`src/rtl/ft_pkg.sv`:
```
package ft_pkg;
  localparam int FN_W = 11;
  localparam int RD_W = 16;
  typedef enum logic { REG_FRAME = 1'b0, REG_PHASE = 1'b1 } ft_reg_e;
endpackage

```
`src/rtl/ft_tick_timer.sv`:
```
module ft_tick_timer #(
  parameter int FRAME_TICKS = 12000,
  parameter int GUARD_TICKS = 16,
  parameter int CNT_W       = 14
) (
  input  logic             clk,
  input  logic             rst_n,
  input  logic             bit_tick,
  input  logic             sof_ok,
  output logic             psof_fire,
  output logic [CNT_W-1:0] phase
);
  localparam int LIMIT = FRAME_TICKS + GUARD_TICKS;

  logic synced;

  // The window closes on the tick that would make the phase reach LIMIT.
  assign psof_fire = synced && bit_tick && !sof_ok && (phase == CNT_W'(LIMIT - 1));

  always_ff @(posedge clk or negedge rst_n) begin
    if (!rst_n) begin
      synced <= 1'b0;
      phase  <= '0;
    end else if (sof_ok) begin
      synced <= 1'b1;
      phase  <= '0;
    end else if (psof_fire) begin
      phase  <= CNT_W'(GUARD_TICKS);
    end else if (bit_tick && synced) begin
      phase  <= phase + 1'b1;
    end
  end

  // the phase never passes the end of the window
  a_r5_phase_bound: assert property (@(posedge clk) disable iff (!rst_n)
    phase < CNT_W'(LIMIT));
  // before the first good token, the phase stays at zero
  a_r8_idle_until_sync: assert property (@(posedge clk) disable iff (!rst_n)
    !synced |-> phase == '0);
  // without a tick or a token, the phase holds
  a_r11_hold_no_tick: assert property (@(posedge clk) disable iff (!rst_n)
    (!bit_tick && !sof_ok) |=> $stable(phase));
endmodule

```
`src/rtl/ft_frame_reg.sv`:
```
module ft_frame_reg
  import ft_pkg::*;
(
  input  logic            clk,
  input  logic            rst_n,
  input  logic            sof_ok,
  input  logic [FN_W-1:0] sof_num,
  input  logic            psof_fire,
  output logic [FN_W-1:0] frame_num,
  output logic            sof_pulse,
  output logic            psof_pulse
);
  always_ff @(posedge clk or negedge rst_n) begin
    if (!rst_n) begin
      frame_num  <= '0;
      sof_pulse  <= 1'b0;
      psof_pulse <= 1'b0;
    end else begin
      sof_pulse  <= sof_ok;
      psof_pulse <= psof_fire;
      if (sof_ok)         frame_num <= sof_num;
      else if (psof_fire) frame_num <= frame_num + 1'b1;
    end
  end

  // a pseudo strobe comes with a modulo-2048 step of the number
  a_r4_psof_steps: assert property (@(posedge clk) disable iff (!rst_n)
    psof_pulse |-> frame_num == FN_W'($past(frame_num) + 1'b1));
  // the two strobes never coincide
  a_r7_strobes_exclusive: assert property (@(posedge clk) disable iff (!rst_n)
    $onehot0({sof_pulse, psof_pulse}));
endmodule

```
`src/rtl/ft_read_port.sv`:
```
module ft_read_port
  import ft_pkg::*;
#(
  parameter int CNT_W = 14
) (
  input  logic             clk,
  input  logic             rst_n,
  input  logic [FN_W-1:0]  frame_num,
  input  logic [CNT_W-1:0] phase,
  input  logic             req_valid,
  output logic             req_ready,
  input  logic             req_addr,
  output logic             rsp_valid,
  input  logic             rsp_ready,
  output logic [RD_W-1:0]  rsp_data
);
  logic    req_fire;
  ft_reg_e sel;

  assign req_ready = !rsp_valid || rsp_ready;
  assign req_fire  = req_valid && req_ready;
  assign sel       = ft_reg_e'(req_addr);

  always_ff @(posedge clk or negedge rst_n) begin
    if (!rst_n) begin
      rsp_valid <= 1'b0;
      rsp_data  <= '0;
    end else if (req_fire) begin
      rsp_valid <= 1'b1;
      rsp_data  <= (sel == REG_PHASE) ? RD_W'(phase) : RD_W'(frame_num);
    end else if (rsp_ready) begin
      rsp_valid <= 1'b0;
    end
  end

  // a stalled response holds its data and stays valid
  a_r10_rsp_hold: assert property (@(posedge clk) disable iff (!rst_n)
    (rsp_valid && !rsp_ready) |=> rsp_valid && $stable(rsp_data));
  // no request is accepted while a stalled response is pending
  a_r10_no_accept_stalled: assert property (@(posedge clk) disable iff (!rst_n)
    (rsp_valid && !rsp_ready) |-> !req_ready);
endmodule

```
`src/rtl/usb_frame_tracker.sv`:
```
module usb_frame_tracker
  import ft_pkg::*;
#(
  parameter int FRAME_TICKS = 12000,
  parameter int GUARD_TICKS = 16
) (
  input  logic              clk,
  input  logic              rst_n,
  input  logic              bit_tick,
  input  logic              sof_rx,
  input  logic [10:0]       sof_frame_num,
  input  logic              sof_tok_ok,
  output logic [10:0]       frame_num_o,
  output logic              sof_pulse_o,
  output logic              psof_pulse_o,
  input  logic              rd_req_valid,
  output logic              rd_req_ready,
  input  logic              rd_req_addr,
  output logic              rd_rsp_valid,
  input  logic              rd_rsp_ready,
  output logic [15:0]       rd_rsp_data
);
  localparam int CNT_W = $clog2(FRAME_TICKS + GUARD_TICKS + 1);

  logic             sof_ok;
  logic             psof_fire;
  logic [CNT_W-1:0] phase;

  assign sof_ok = sof_rx && sof_tok_ok;

  ft_tick_timer #(
    .FRAME_TICKS(FRAME_TICKS),
    .GUARD_TICKS(GUARD_TICKS),
    .CNT_W      (CNT_W)
  ) u_timer (
    .clk      (clk),
    .rst_n    (rst_n),
    .bit_tick (bit_tick),
    .sof_ok   (sof_ok),
    .psof_fire(psof_fire),
    .phase    (phase)
  );

  ft_frame_reg u_frame (
    .clk       (clk),
    .rst_n     (rst_n),
    .sof_ok    (sof_ok),
    .sof_num   (sof_frame_num),
    .psof_fire (psof_fire),
    .frame_num (frame_num_o),
    .sof_pulse (sof_pulse_o),
    .psof_pulse(psof_pulse_o)
  );

  ft_read_port #(.CNT_W(CNT_W)) u_rd (
    .clk      (clk),
    .rst_n    (rst_n),
    .frame_num(frame_num_o),
    .phase    (phase),
    .req_valid(rd_req_valid),
    .req_ready(rd_req_ready),
    .req_addr (rd_req_addr),
    .rsp_valid(rd_rsp_valid),
    .rsp_ready(rd_rsp_ready),
    .rsp_data (rd_rsp_data)
  );

  // a good token loads its number and raises the frame strobe
  a_r2_sof_loads: assert property (@(posedge clk) disable iff (!rst_n)
    (sof_rx && sof_tok_ok) |=> sof_pulse_o && frame_num_o == $past(sof_frame_num));
  // a bad token alone neither strobes nor changes the number
  a_r3_bad_token_ignored: assert property (@(posedge clk) disable iff (!rst_n)
    (sof_rx && !sof_tok_ok && !psof_fire) |=> !sof_pulse_o && $stable(frame_num_o));
endmodule

```
`config.mk`:
```
export PLATFORM = sky130hd
export DESIGN_NAME = usb_frame_tracker
export DESIGN_NICKNAME = d
export VERILOG_FILES = /design/src/rtl/ft_pkg.sv /design/src/rtl/ft_tick_timer.sv /design/src/rtl/ft_frame_reg.sv /design/src/rtl/ft_read_port.sv /design/src/rtl/usb_frame_tracker.sv
export SDC_FILE = /design/constraint.sdc
export NUM_CORES = 1
export LEC_CHECK = 0
export BUFFER_PORTS_ARGS = -buffer_cell sky130_fd_sc_hd__buf_2
export CAP_MARGIN = 20
export CORE_UTILIZATION = 30
export CTS_CLUSTER_SIZE = 30
export DETAILED_ROUTE_END_ITERATION = 12
export PLACE_DENSITY_LB_ADDON = 0.1
export SLEW_MARGIN = 5
export SYNTH_ARGS = -nofsm -noshare
export SYNTH_HDL_FRONTEND = slang
export SYNTH_HIERARCHICAL = 1
export SYNTH_SLANG_ARGS = --single-unit
```
`constraint.sdc`:
```
create_clock -name clk -period 4.6 [get_ports clk]
set_input_delay 1.38 -clock clk [delete_from_list [all_inputs] [get_ports clk]]
set_output_delay 1.38 -clock clk [all_outputs]
set_load 0.05 [all_outputs]
```
Word level (Yosys, flattened, before mapping)
Cells that the tools add are included.
{"block": "op_classes", "n_addsub": 2, "multipliers": 0, "n_div": 0, "n_lt_le_gt_ge": 0, "eq_ne": 1, "shifts": 0, "n_mux": 8, "bitwise_logic": 0, "reduce_logical": 11}
{"operator": "$mux 14", "n": 4}
{"operator": "$mux 11", "n": 2}
{"operator": "$add 14x1->14 const B", "n": 1}
{"operator": "$eq 14x14->1 const B", "n": 1}
{"operator": "$add 11x1->11 const B", "n": 1}
{"operator": "$logic_and 1x1->1", "n": 5}
{"operator": "$reduce_bool 2->1", "n": 2}
{"operator": "$reduce_bool 3->1", "n": 1}
{"operator": "$logic_not 1->1", "n": 2}
{"operator": "$mux 1", "n": 2}
{"operator": "$logic_or 1x1->1", "n": 1}
{"block": "word_totals", "regBits": 45, "latchBits": 0, "ramBits": 0, "mem_bits_ro": 0, "inputBits": 19, "out_inout_bits": 31, "elab_cells": 29, "n_memories": 0}

Longest topological paths before layout
{"block": "logic_depth", "ltp_word": 6, "ltp_mapped": 9, "ltp_nobuf": 7}

Cells and area by module
The synthesis kept the hierarchy.
{"mod": "ft_tick_timer", "n_inst": 1, "cells_each": 97, "area_per_inst_um2": 900.9, "seq_area_each_um2": 375.4}
{"mod": "ft_read_port", "n_inst": 1, "cells_each": 68, "area_per_inst_um2": 847.1, "seq_area_each_um2": 375.4}
{"mod": "ft_frame_reg", "n_inst": 1, "cells_each": 69, "area_per_inst_um2": 676.9, "seq_area_each_um2": 325.3}
{"mod": "usb_frame_tracker", "n_inst": 1, "cells_each": 1, "area_per_inst_um2": 6.3, "seq_area_each_um2": 0.0}

Worst setup path before layout
Ideal clock, no wire load.
{"block": "synth_timing", "kind": "in2out", "from": "in rd_rsp_ready", "to": "out rd_req_ready", "arrival_time_ps": 1813, "required_ps": 3220, "path_slack_ps": 1407, "stages": 3, "n_path_buf": 2, "path_cell_list": "nand2b_4 > buf_12 > buf_6"}
{"block": "synth_via", "elab_chain_cells": 1}
{"item": "start, declared", "line": "usb_frame_tracker.sv:20", "source": "input logic rd_rsp_ready,"}
{"item": "$logic_or 1x1->1", "line": "ft_read_port.sv:20", "source": "assign req_ready = !rsp_valid || rsp_ready;"}
{"item": "end, declared", "line": "usb_frame_tracker.sv:17", "source": "output logic rd_req_ready,"}
Every way passes these cells.

Final worst setup path
Ends and elaborated chain as after synthesis.

==> summary.txt <==
Vias in the first global route: 1816
Post-synth EDFFs: 0
CTS tree: built
Total vias in the final route: 1966
Cell Area, Synth: 2431 um2
Initial drt markers: 91
Detailed Routing Iterations Pass 1: 4
Via-per-instance ratio: 5.174
Antenna cell count: 0
Die Area: 8468 um2
CTS buffer count: 5
Maximum clock frequency: 284.9 MHz
Final instance area: 2756 um2
Final worst path period share: 0.7631
Crit path top cell by count: buf_2
Post-Synth XOR/XNOR Area: 0.01801
Setup TNS: 0 ns
Most numerous cell in the Yosys netlist: dfrtp_1
Multi-input logic area: 1175 um2
Max clock buf depth: 2
Syn Area/Cell: 10.35 um2
Crit path time final: 3.510 ns
Power Density: 352.0 nW/um2
Worst path slowest cell: nand2b_4
Final Hold Vio Count: 0
Die Ht: 92.02 um
Crit path max-delay family: buffers and inverters
Critical path class: primary input to output port
RSZ-0062 raised after global routing: false
Worst setup EP type: output port
Final WL: 5970 um
Least-Margin Pin Slew: 0.5351 ns
Synth async-reset ratio: 1.000
Synthesized flop and latch total: 43
Max cap viols: 0
Worst-path maximum fanout: 28
Final net count: 298
Layout Skew: 0.008417 ns
Largest family of logic cells by synthesized area: simple AND/OR/NAND/NOR gates
Post-route ant nets: 0
FP Rows: 32
Synth top area cells: dfrtp_1 (44%), mux2i_1 (4.9%), nand2_1 (2.9%)
Setup Fix Bufs, Post-CTS: 0
Pin count of the biggest net entering global routing: 44
Area Growth Syn to Fin: 13.38%
Post-synth top area cell: dfrtp_1
Post-DP Area: 2651 um2
Worst-Skew Late Latency: 0.30 ns
Max H-tree Level: 2
Total gr overflow: 0
Synth Area in Simple Gates: 0.2054
Synth Area in Adders: 0.01029
Sequential fraction of the synthesis area: 0.4426
Initial antenna violation count: 0
Maximum VDD drop: 0.1715 mV
First-pass GRT wire length: 9735 um
DRC viols: 0
Post-CTS Hold Buffers: 0
Top_reg_cell synth: dfrtp_1
Mapped Cells: 235
DR WL/cell: 15.71 um
Worst EP required: 3.22 ns
IO buf count: 47
Clk sinks: 43
PostCTS Resize Cnt: 0
Synth top cells by count: dfrtp_1 (43), nand2_1 (19), nor2_1 (15), mux2i_1 (12)
Mux share of post-synthesis cell area: 0.04941
Register area: 1076 um2
Relative slew slack: 0.6433
Worst setup SP type: primary input
Clock Pin Slew Worst Setup and Hold Paths: 0.09 ns
DP HPWL: 4135 um
Share of layout cells above drive strength 1: 0.2806
Worst Hold Class: flip-flop to flip-flop
Pleak: 1.178 nW
Synth warn: 6
Final Util: 0.3549
Fill cells: 833
Synth cell types: 52
Gpl congestion: 0.8157
Final Setup Violations: 0
Clock root cell: clkbuf_8
WP data arrival: 2.13 ns
Synth top area share: 0.4426
Die span in x: 92.02 um
CP cell instances: buf_2 -> nand2b_4 -> buf_2
Compound-Gate Fraction of Synth Area: 0.1971
Core area: 7767 um2
IO Pins: 50
Outcome: finished, final reports clean
Initial Utilization: 0.3130
Slew Limit Fails: 0
Critical path's largest stage delay: 0.33 ns
Total Routing Usage GR: 0.1497
Buf/Inv on CP: 2
## report_power, final
group          leakage, nW  switching [mW]  internal (mW)
Sequential           0.539          0.0485          0.415
Clock               0.0412           0.138          0.106
Combinational        0.598           0.192         0.0710
Total                 1.18           0.378          0.592
## layout make-up
type	instances	share of cell area
inverters	6	0.008171
flip-flops and latches	43	0.3904
multi-input cells	171	0.4262
clock buffers	6	0.02633
well taps	102	0.04630
repair buffers	50	0.09805
clock inverters	2	0.004539
## cells in the final DEF (no fill, tap or decap), drive strengths merged, types with 2 or more instances in the layout
master  instances
inv             6
o311a           3
ha              2
conb            2
o311ai          3
o21a            2
mux2i          12
nand2          19
or4             5
nor3            2
a31oi          13
nand4          12
o31ai           5
a21bo           3
dfrtp          43
nor2           15
a22o            2
o21ai           8
o211ai          3
and2            2
clkbuf          6
nor4            6
nand2b          5
a21oi          16
xor2            4
buf            50
or2             2
nand3          11
## metrics by stage
stage / power (mW) / std cells / worst slack [ns] / hold slack [ns]
3_3_place_gp: 0.7331 / 371 / 1.089 / 0.4796
2_1_floorplan: 0.6665 / 236 / 1.407 / 0.5068
4_1_cts: 0.9829 / 379 / 1.085 / 0.5001
5_1_grt: 1.025 / 380 / 1.044 / 0.5159
3_5_place_dp: 0.7330 / 371 / 1.087 / 0.4789
6_report: 0.9702 / 380 / 1.090 / 0.4920
## logic make-up (layout without fill, tap and decap cells)
logic type                 Yosys count  in the layout
and+or+nand+nor                     86             86
AOI/OAI and AO/OA                   64             64
DFF                                 43             43
buffers and inverters               22             64
muxes                               12             12
xor gates and xnor gates             5              5
adders and majority gates            2              2
other                                1              2
## layer usage
metal	share of wire	GRT usage
met1	0.50	0.2147
met2	0.44	0.2164
met3	0.050	0.03151
met4	0.011	0.06250
met5	0	0
## sequential cells by signal, indices dropped and copies added (netlist names)
signal / flops
u_rd/rsp_data: 14
u_timer/phase: 14
u_frame/frame_num: 11
u_frame/psof_pulse: 1
u_frame/sof_pulse: 1
u_rd/rsp_valid: 1
u_timer/synced: 1
## worst paths after layout
| kind | from | endpoint | slack (ns) | cells past startpoint |
|---|---|---|---|---|
| max | rd_rsp_ready | rd_req_ready | 1.09 | 3 |
| min | u_rd/rsp_data[11]$_DFFE_PN0P_ | u_rd/rsp_data[11]$_DFFE_PN0P_ | 0.49 | 1 |
| max reg2reg | u_timer/phase[4]$_DFFE_PN0P_ | u_frame/frame_num[10]$_DFFE_PN0P_ | 1.80 | 7 |
| min reg2reg | u_rd/rsp_data[11]$_DFFE_PN0P_ | u_rd/rsp_data[11]$_DFFE_PN0P_ | 0.49 | 1 |
| max in group asynchronous | rst_n | u_timer/phase[11]$_DFFE_PN0P_ | 3.15 | 2 |
| min in group asynchronous | rst_n | u_frame/frame_num[8]$_DFFE_PN0P_ | 0.97 | 1 |
No activity file was read; power rests on OpenSTA's default activity.
